File: config.mk
export PLATFORM = sky130hd
export DESIGN_NAME = usb_ctl_autoresp
export DESIGN_NICKNAME = d
export VERILOG_FILES = /design/src/rtl/usb_ar_pkg.sv /design/src/rtl/usb_ar_regs.sv /design/src/rtl/usb_ar_decide.sv /design/src/rtl/usb_ar_state.sv /design/src/rtl/usb_ctl_autoresp.sv
export SDC_FILE = /design/constraint.sdc
export NUM_CORES = 1
export LEC_CHECK = 0
export BUFFER_PORTS_ARGS = -buffer_cell sky130_fd_sc_hd__buf_2
export CAP_MARGIN = 20
export CORE_ASPECT_RATIO = 1.5
export CORE_MARGIN = 2
export CORE_UTILIZATION = 40
export DETAILED_ROUTE_END_ITERATION = 16
export HOLD_SLACK_MARGIN = 0.15
export PLACE_DENSITY = 0.86
export REMOVE_ABC_BUFFERS = 1
export SLEW_MARGIN = 5
export SYNTH_ARGS = -nofsm -noshare
export SYNTH_HDL_FRONTEND = slang
export SYNTH_SLANG_ARGS = --single-unit
File: constraint.sdc
create_clock -name clk -period 1.8 [get_ports clk]
set_clock_uncertainty 0.15 [all_clocks]
set_input_delay 0.36 -clock clk [delete_from_list [all_inputs] [get_ports clk]]
set_output_delay 0.36 -clock clk [all_outputs]
set_load 0.03 [all_outputs]
File: src/rtl/usb_ar_pkg.sv
package usb_ar_pkg;

  typedef enum logic [1:0] {
    DS_DEFAULT    = 2'd0,
    DS_ADDRESS    = 2'd1,
    DS_CONFIGURED = 2'd2
  } dev_state_e;

  typedef enum logic [1:0] {
    RK_NONE     = 2'd0,
    RK_SET_ADDR = 2'd1,
    RK_SET_CFG  = 2'd2
  } req_kind_e;

  localparam logic [7:0] BREQ_SET_ADDRESS       = 8'd5;
  localparam logic [7:0] BREQ_SET_CONFIGURATION = 8'd9;

  // request waiting for its status stage to finish
  typedef struct packed {
    req_kind_e  kind;
    logic       autoresp;
    logic [7:0] value;
  } pend_t;

endpackage

File: src/rtl/usb_ar_regs.sv
module usb_ar_regs #(
  parameter int AW = 8,
  parameter int DW = 16,
  parameter logic [AW-1:0] CTRL_OFS = 'h2C,
  parameter logic [AW-1:0] SCE_OFS  = 'h2E,
  parameter logic [AW-1:0] FLAG_OFS = 'h30
) (
  input  logic          clk,
  input  logic          rst_n,
  input  logic          wr_en,
  input  logic [AW-1:0] addr,
  input  logic [DW-1:0] wdata,
  input  logic          ctrl_set,
  input  logic          dev_set,
  output logic [DW-1:0] rdata,
  output logic          en_addr,
  output logic          en_cfg,
  output logic          sce_addr,
  output logic          sce_cfg,
  output logic          ctrl_irq,
  output logic          dev_irq
);

  localparam logic [DW-1:0] LIVE_MASK = DW'(3);

  logic [DW-1:0] ctrl_q, sce_q, flag_q;
  logic [DW-1:0] set_vec, clr_vec;
  logic hit_ctrl, hit_sce, hit_flag;

  assign hit_ctrl = wr_en && (addr == CTRL_OFS);
  assign hit_sce  = wr_en && (addr == SCE_OFS);
  assign hit_flag = wr_en && (addr == FLAG_OFS);

  assign set_vec = {{(DW-2){1'b0}}, dev_set, ctrl_set};
  assign clr_vec = hit_flag ? (wdata & LIVE_MASK) : '0;

  always_ff @(posedge clk) begin
    if (!rst_n) begin
      ctrl_q <= '0;
      sce_q  <= '0;
      flag_q <= '0;
    end else begin
      if (hit_ctrl) ctrl_q <= wdata & LIVE_MASK;
      if (hit_sce)  sce_q  <= wdata & LIVE_MASK;
      flag_q <= (flag_q & ~clr_vec) | set_vec;  // set wins over clear
    end
  end

  always_comb begin
    rdata = '0;
    if (addr == CTRL_OFS)      rdata = ctrl_q;
    else if (addr == SCE_OFS)  rdata = sce_q;
    else if (addr == FLAG_OFS) rdata = flag_q;
  end

  assign en_addr  = ctrl_q[0];
  assign en_cfg   = ctrl_q[1];
  assign sce_addr = sce_q[0];
  assign sce_cfg  = sce_q[1];
  assign ctrl_irq = flag_q[0];
  assign dev_irq  = flag_q[1];

  // a flag only drops after a write-one to its bit
  a_r9_ctrl_flag_sticky: assert property (@(posedge clk) disable iff (!rst_n)
    $fell(flag_q[0]) |-> $past(hit_flag && wdata[0]));
  a_r9_dev_flag_sticky: assert property (@(posedge clk) disable iff (!rst_n)
    $fell(flag_q[1]) |-> $past(hit_flag && wdata[1]));

endmodule

File: src/rtl/usb_ar_decide.sv
module usb_ar_decide
  import usb_ar_pkg::*;
(
  input  logic       clk,
  input  logic       rst_n,
  input  logic       bus_reset,
  input  logic       req_valid,
  input  logic [7:0] req_code,
  input  logic [7:0] req_value,
  input  dev_state_e state,
  input  logic       en_addr,
  input  logic       en_cfg,
  input  logic       status_stb,
  input  logic       zlp_ack,
  output pend_t      pend,
  output logic       zlp_req,
  output logic       ctrl_set
);

  req_kind_e kind;
  logic      qual, armed;
  pend_t     pend_q;
  logic      zlp_q;
  logic      live;

  always_comb begin
    kind = RK_NONE;
    if (req_code == BREQ_SET_ADDRESS)            kind = RK_SET_ADDR;
    else if (req_code == BREQ_SET_CONFIGURATION) kind = RK_SET_CFG;
    qual  = 1'b0;
    armed = 1'b0;
    case (kind)
      RK_SET_ADDR: begin
        qual  = (state == DS_DEFAULT);
        armed = en_addr;
      end
      RK_SET_CFG: begin
        qual  = ((state == DS_ADDRESS)    && (req_value != 8'd0)) ||
                ((state == DS_CONFIGURED) && (req_value == 8'd0));
        armed = en_cfg;
      end
      default: ;
    endcase
  end

  assign live     = (pend_q.kind != RK_NONE);
  assign ctrl_set = status_stb && live && !pend_q.autoresp && !bus_reset;

  always_ff @(posedge clk) begin
    if (!rst_n) begin
      pend_q <= '0;
      zlp_q  <= 1'b0;
    end else begin
      zlp_q <= status_stb && live && pend_q.autoresp && !bus_reset;
      if (bus_reset)
        pend_q <= '0;
      else if (req_valid) begin
        pend_q.kind     <= kind;
        pend_q.autoresp <= qual && armed;
        pend_q.value    <= req_value;
      end else if (zlp_ack && live)
        pend_q <= '0;
    end
  end

  assign pend    = pend_q;
  assign zlp_req = zlp_q;

  // a zero-length packet request only follows an auto-armed pending request
  a_r3_zlp_from_armed: assert property (@(posedge clk) disable iff (!rst_n)
    zlp_q |-> $past(pend_q.autoresp && (pend_q.kind != RK_NONE)));

endmodule

File: src/rtl/usb_ar_state.sv
module usb_ar_state
  import usb_ar_pkg::*;
#(
  parameter int DEV_AW = 7
) (
  input  logic              clk,
  input  logic              rst_n,
  input  logic              bus_reset,
  input  pend_t             pend,
  input  logic              zlp_ack,
  input  logic              sce_addr,
  input  logic              sce_cfg,
  output dev_state_e        state,
  output logic [DEV_AW-1:0] dev_addr,
  output logic              dev_set
);

  dev_state_e        state_q, state_d;
  logic [DEV_AW-1:0] addr_q, addr_d;
  logic              chg, chg_en;

  always_comb begin
    state_d = state_q;
    addr_d  = addr_q;
    chg     = 1'b0;
    chg_en  = 1'b0;
    if (zlp_ack) begin
      case (pend.kind)
        RK_SET_ADDR: begin
          chg_en = sce_addr;
          if ((state_q == DS_DEFAULT) && (pend.value[DEV_AW-1:0] != '0)) begin
            state_d = DS_ADDRESS;
            addr_d  = pend.value[DEV_AW-1:0];
            chg     = 1'b1;
          end
        end
        RK_SET_CFG: begin
          chg_en = sce_cfg;
          if ((state_q == DS_ADDRESS) && (pend.value != 8'd0)) begin
            state_d = DS_CONFIGURED;
            chg     = 1'b1;
          end else if ((state_q == DS_CONFIGURED) && (pend.value == 8'd0)) begin
            state_d = DS_ADDRESS;
            chg     = 1'b1;
          end
        end
        default: ;
      endcase
    end
  end

  assign dev_set = chg && chg_en && !bus_reset;

  always_ff @(posedge clk) begin
    if (!rst_n || bus_reset) begin
      state_q <= DS_DEFAULT;
      addr_q  <= '0;
    end else begin
      state_q <= state_d;
      addr_q  <= addr_d;
    end
  end

  assign state    = state_q;
  assign dev_addr = addr_q;

  // Configured is never reached straight from Default
  a_r6_no_skip: assert property (@(posedge clk) disable iff (!rst_n)
    (state_q == DS_CONFIGURED) |-> ($past(state_q) != DS_DEFAULT));
  // the address only moves after an acknowledge or a bus reset
  a_r7_addr_on_ack: assert property (@(posedge clk) disable iff (!rst_n)
    (addr_q != $past(addr_q)) |-> ($past(zlp_ack) || $past(bus_reset)));
  // bus reset lands in Default
  a_r10_bus_reset_default: assert property (@(posedge clk) disable iff (!rst_n)
    bus_reset |=> (state_q == DS_DEFAULT));

endmodule

File: src/rtl/usb_ctl_autoresp.sv
module usb_ctl_autoresp
  import usb_ar_pkg::*;
#(
  parameter int AW     = 8,
  parameter int DW     = 16,
  parameter int DEV_AW = 7,
  parameter logic [AW-1:0] CTRL_OFS = 'h2C,
  parameter logic [AW-1:0] SCE_OFS  = 'h2E,
  parameter logic [AW-1:0] FLAG_OFS = 'h30
) (
  input  logic              clk,
  input  logic              rst_n,
  input  logic              bus_reset,
  input  logic              req_valid,
  input  logic [7:0]        req_code,
  input  logic [7:0]        req_value,
  input  logic              status_stb,
  input  logic              zlp_ack,
  input  logic              cfg_wr,
  input  logic [AW-1:0]     cfg_addr,
  input  logic [DW-1:0]     cfg_wdata,
  output logic [DW-1:0]     cfg_rdata,
  output logic              zlp_req,
  output logic              ctrl_irq,
  output logic              dev_irq,
  output logic [1:0]        dev_state,
  output logic [DEV_AW-1:0] dev_addr
);

  logic       en_addr, en_cfg, sce_addr, sce_cfg;
  logic       ctrl_set, dev_set;
  pend_t      pend;
  dev_state_e state;

  usb_ar_regs #(
    .AW(AW), .DW(DW), .CTRL_OFS(CTRL_OFS), .SCE_OFS(SCE_OFS), .FLAG_OFS(FLAG_OFS)
  ) regs_i (
    .clk(clk), .rst_n(rst_n), .wr_en(cfg_wr), .addr(cfg_addr), .wdata(cfg_wdata),
    .ctrl_set(ctrl_set), .dev_set(dev_set), .rdata(cfg_rdata),
    .en_addr(en_addr), .en_cfg(en_cfg), .sce_addr(sce_addr), .sce_cfg(sce_cfg),
    .ctrl_irq(ctrl_irq), .dev_irq(dev_irq)
  );

  usb_ar_decide decide_i (
    .clk(clk), .rst_n(rst_n), .bus_reset(bus_reset), .req_valid(req_valid),
    .req_code(req_code), .req_value(req_value), .state(state),
    .en_addr(en_addr), .en_cfg(en_cfg), .status_stb(status_stb), .zlp_ack(zlp_ack),
    .pend(pend), .zlp_req(zlp_req), .ctrl_set(ctrl_set)
  );

  usb_ar_state #(.DEV_AW(DEV_AW)) state_i (
    .clk(clk), .rst_n(rst_n), .bus_reset(bus_reset), .pend(pend), .zlp_ack(zlp_ack),
    .sce_addr(sce_addr), .sce_cfg(sce_cfg), .state(state), .dev_addr(dev_addr),
    .dev_set(dev_set)
  );

  assign dev_state = state;

  // firmware interrupt and automatic packet never come from the same status stage
  a_r5_irq_or_zlp: assert property (@(posedge clk) disable iff (!rst_n)
    $rose(ctrl_irq) |-> !zlp_req);

endmodule

==> impl_metrics.toml <==
[die]
floorplan.die_area_sq_um = 4050
die_x_um = 52.6
initial_core_util = 0.415
die_h_um = 76.9
boundaryPins = 75
core_area_sq_um = 3420
rows = 26

[power_and_ir_drop]
switching_share = 0.265
p_leak_nw = 0.853
pwr-share-clk = 0.309
ir_drop_v = 0.000461
power.internal_mw = 0.831
p_comb_frac = 0.155
power_density_nw_per_um2 = 606
total_power_mw = 1.13
p_sw_mw = 0.300
pwr-share-seq = 0.536

[logic_synthesis]
yosysTopAreaCell = "dfxtp_1"
syn_avg_cell_area_sq_um = 8.45
yosys.cell_types.count = 39
synthCells = 168
synth_top_area_share = 0.381
ys_ff_latch = 27
yosysSeqAreaShare = 0.381
synth_flop_cell = "dfxtp_1"
syn_area_sq_um = 1420
yosysWarnings = 0
netlist_top_cells_area = "dfxtp_1 38%, buf_4 7.4%, a22oi_1 5.8%"
synth_edf_count = 0
async_flop_share = 0

[worst_setup_path]
cp_data_required_time_ns = 1.82
reg2reg_to = "regs_i.flag_q[1]$_SDFF_PN0_"
critPathLaunchType = "register"
crit_type = "reg2reg"
cpMaxStageDelayCell = "or4_4"
slowest_delay_ns = 0.55
end_kind = "register"
critPathArrivalTime_ns = 2.00
reg2reg_slack_ns = -0.18
reg2reg_depth = 4
cp_max_fo = 3
critical_path.cell_chain = "or4_4 > or3_4 > mux2i_1 > a311o_1"
reg2reg_from = "decide_i.pend[5]$_SDFFE_PP0P_"

[clocking]
insertion_delay_ns = 0.27
cts_tree = "built"
postCtsHoldBufs = 0
cts_sinks = 27
clockBufferDepth = 2
h-tree-depth = 1
clk_pin_slew_ns = 0.09
cts_buffers = 3
cts_root_buf = "clkbuf_8"

[finish]
drive_gt1_frac = 0.345
syn2layout_area_growth_pct = 31.4
layout.nets = 280
stdcell_count = 271
n_antenna_cell = 0
final_cell_mix = "42 x buf_2, 25 x dfxtp_1, 20 x buf_4, 17 x nand2_1"
final_common_cell = "buf_2"

[timing]
rsz0062_at_grt = "yes"
setup_violations = 4
max_freq_ghz = 0.505
slew_viol_final = 0
hold-worst-slack_ns = 0.206
min_period_over_period = 1.10
final.min_clock_period_ns = 1.98
hold_violations = 0
layout_setup_ws_ns = -0.180
tns_ns = -0.498

[global_route]
antenna_found_initial = 0
grt_pass1_wl_um = 5570
grt_max_degree = 17
grt_pass1_vias = 1352
grtUsageTotal = 0.176
grt_overflow = 0

[run_status]
violations = "setup timing"
status = "complete, but fails checks"

[routing]
wl_per_cell_um = 13.0
dr.pass1.iters = 4
drc_errors = 0
drtIter0Drc = 49
wl_um = 3510
ant_nets = 0
vias_per_cell = 5.23
num_vias = 1417

[hold_path]
hold_path_end = "decide_i.pend[2]$_SDFFE_PP0P_"
hold_path_depth = 3
hp-class = "in2reg"
min_from = "req_value[2]"

[run]
drv_cap = 0

[placement]
gp_routability_congestion = 0.794
io_buffers = 46
hpwl_um = 2690
dp.cells = 265
## cells by family after synthesis
| kind of cell | after synthesis | synth area share |
|---|---|---|
| AOI/OAI and AO/OA | 39 | 0.190 |
| adders and majority gates | 3 | 0.0265 |
| muxes | 7 | 0.0494 |
| buffers and inverters | 26 | 0.107 |
| and+or+nand+nor | 65 | 0.244 |
| DFF | 27 | 0.381 |
| other | 1 | 0.00264 |
## synthesized netlist by cell type (2+ instances only)
master and n:
a211oi_1 2, a21oi_1 3, a22o_1 3, a22oi_1 11
a31oi_1 2, and4_1 3, buf_4 14, clkbuf_1 6
dfxtp_1 27, ha_1 3, inv_1 5, mux2i_1 7
nand2_1 17, nand2b_1 3, nand3_1 8, nor2_1 14
nor2b_1 3, nor3_1 3, nor4_1 3, nor4b_1 2
o21ai_0 10, or3_1 2
## registers in the layout, indices dropped and copies added (netlist names)
| name | flops |
|---|---|
| regs_i.flag_q | 2 |
| decide_i.pend | 11 |
| decide_i.zlp_req | 1 |
| state_i.state | 2 |
| regs_i.sce_q | 2 |
| regs_i.ctrl_q | 2 |
| state_i.dev_addr | 7 |
## worst max-delay path: cells and delay by family (launching register included)
kind / cells / cell delay, ns
and+or+nand+nor: 2 / 0.94
DFF: 1 / 0.33
muxes: 1 / 0.15
AOI/OAI and AO/OA: 1 / 0.31
## metal layers
layer	vias to the layer above	routed length, um	track usage
li1	701	-	-
met1	651	1290	0.174
met2	55	1950	0.341
met3	10	197	0.0233
met4	0	69	0.0718
met5	-	0	0
## area by class of cell
class / count / area [sq um]
clock buffers: 3 / 41.3
clock inverters: 1 / 7.51
fillers: 335 / 1550
inverters: 5 / 18.8
multi-input cells: 128 / 807
flip-flops and latches: 27 / 543
well taps: 42 / 52.6
repair buffers: 65 / 394
## per-stage QoR
step	instance area (sq um)	setup WS, ns	utilization
6_report	1860	-0.180	0.546
3_5_place_dp	1750	-0.197	0.511
4_1_cts	1840	-0.187	0.539
2_1_floorplan	1340	-0.289	-
3_3_place_gp	1750	-0.167	0.511
5_1_grt	1860	-0.204	0.546
## worst max-delay path by stage
stage          cells past startpoint                           from                             to
3_3_place_gp                       6                    cfg_addr[7]                   cfg_rdata[1]
6_report                           4  decide_i.pend[5]$_SDFFE_PP0P_    regs_i.flag_q[1]$_SDFF_PN0_
2_1_floorplan                      3                    cfg_addr[7]                   cfg_rdata[0]
5_1_grt                            5  decide_i.pend[5]$_SDFFE_PP0P_  state_i.state[0]$_SDFFE_PP0P_
4_1_cts                            5  decide_i.pend[1]$_SDFFE_PP0P_  state_i.state[0]$_SDFFE_PP0P_
3_5_place_dp                       5  decide_i.pend[5]$_SDFFE_PP0P_  state_i.state[0]$_SDFFE_PP0P_
## timing repair
action / CTS / global route
pin swaps: 9 / 7
buffers inserted: 1 / 1
cloned: 0 / 0
gates resized for setup: 11 / 4
endpoints found under the setup margin: 5 / 5
## power groups by stage
stage / Clock (mW) / Combinational, mW / Sequential (mW)
6_report: 0.349 / 0.176 / 0.606
5_1_grt: 0.376 / 0.191 / 0.606
2_1_floorplan: 0 / 0.0881 / 0.620
4_1_cts: 0.358 / 0.173 / 0.606
3_5_place_dp: 0 / 0.165 / 0.620
3_3_place_gp: 0 / 0.163 / 0.619
Note: power is estimated with default switching activity, not from simulation.
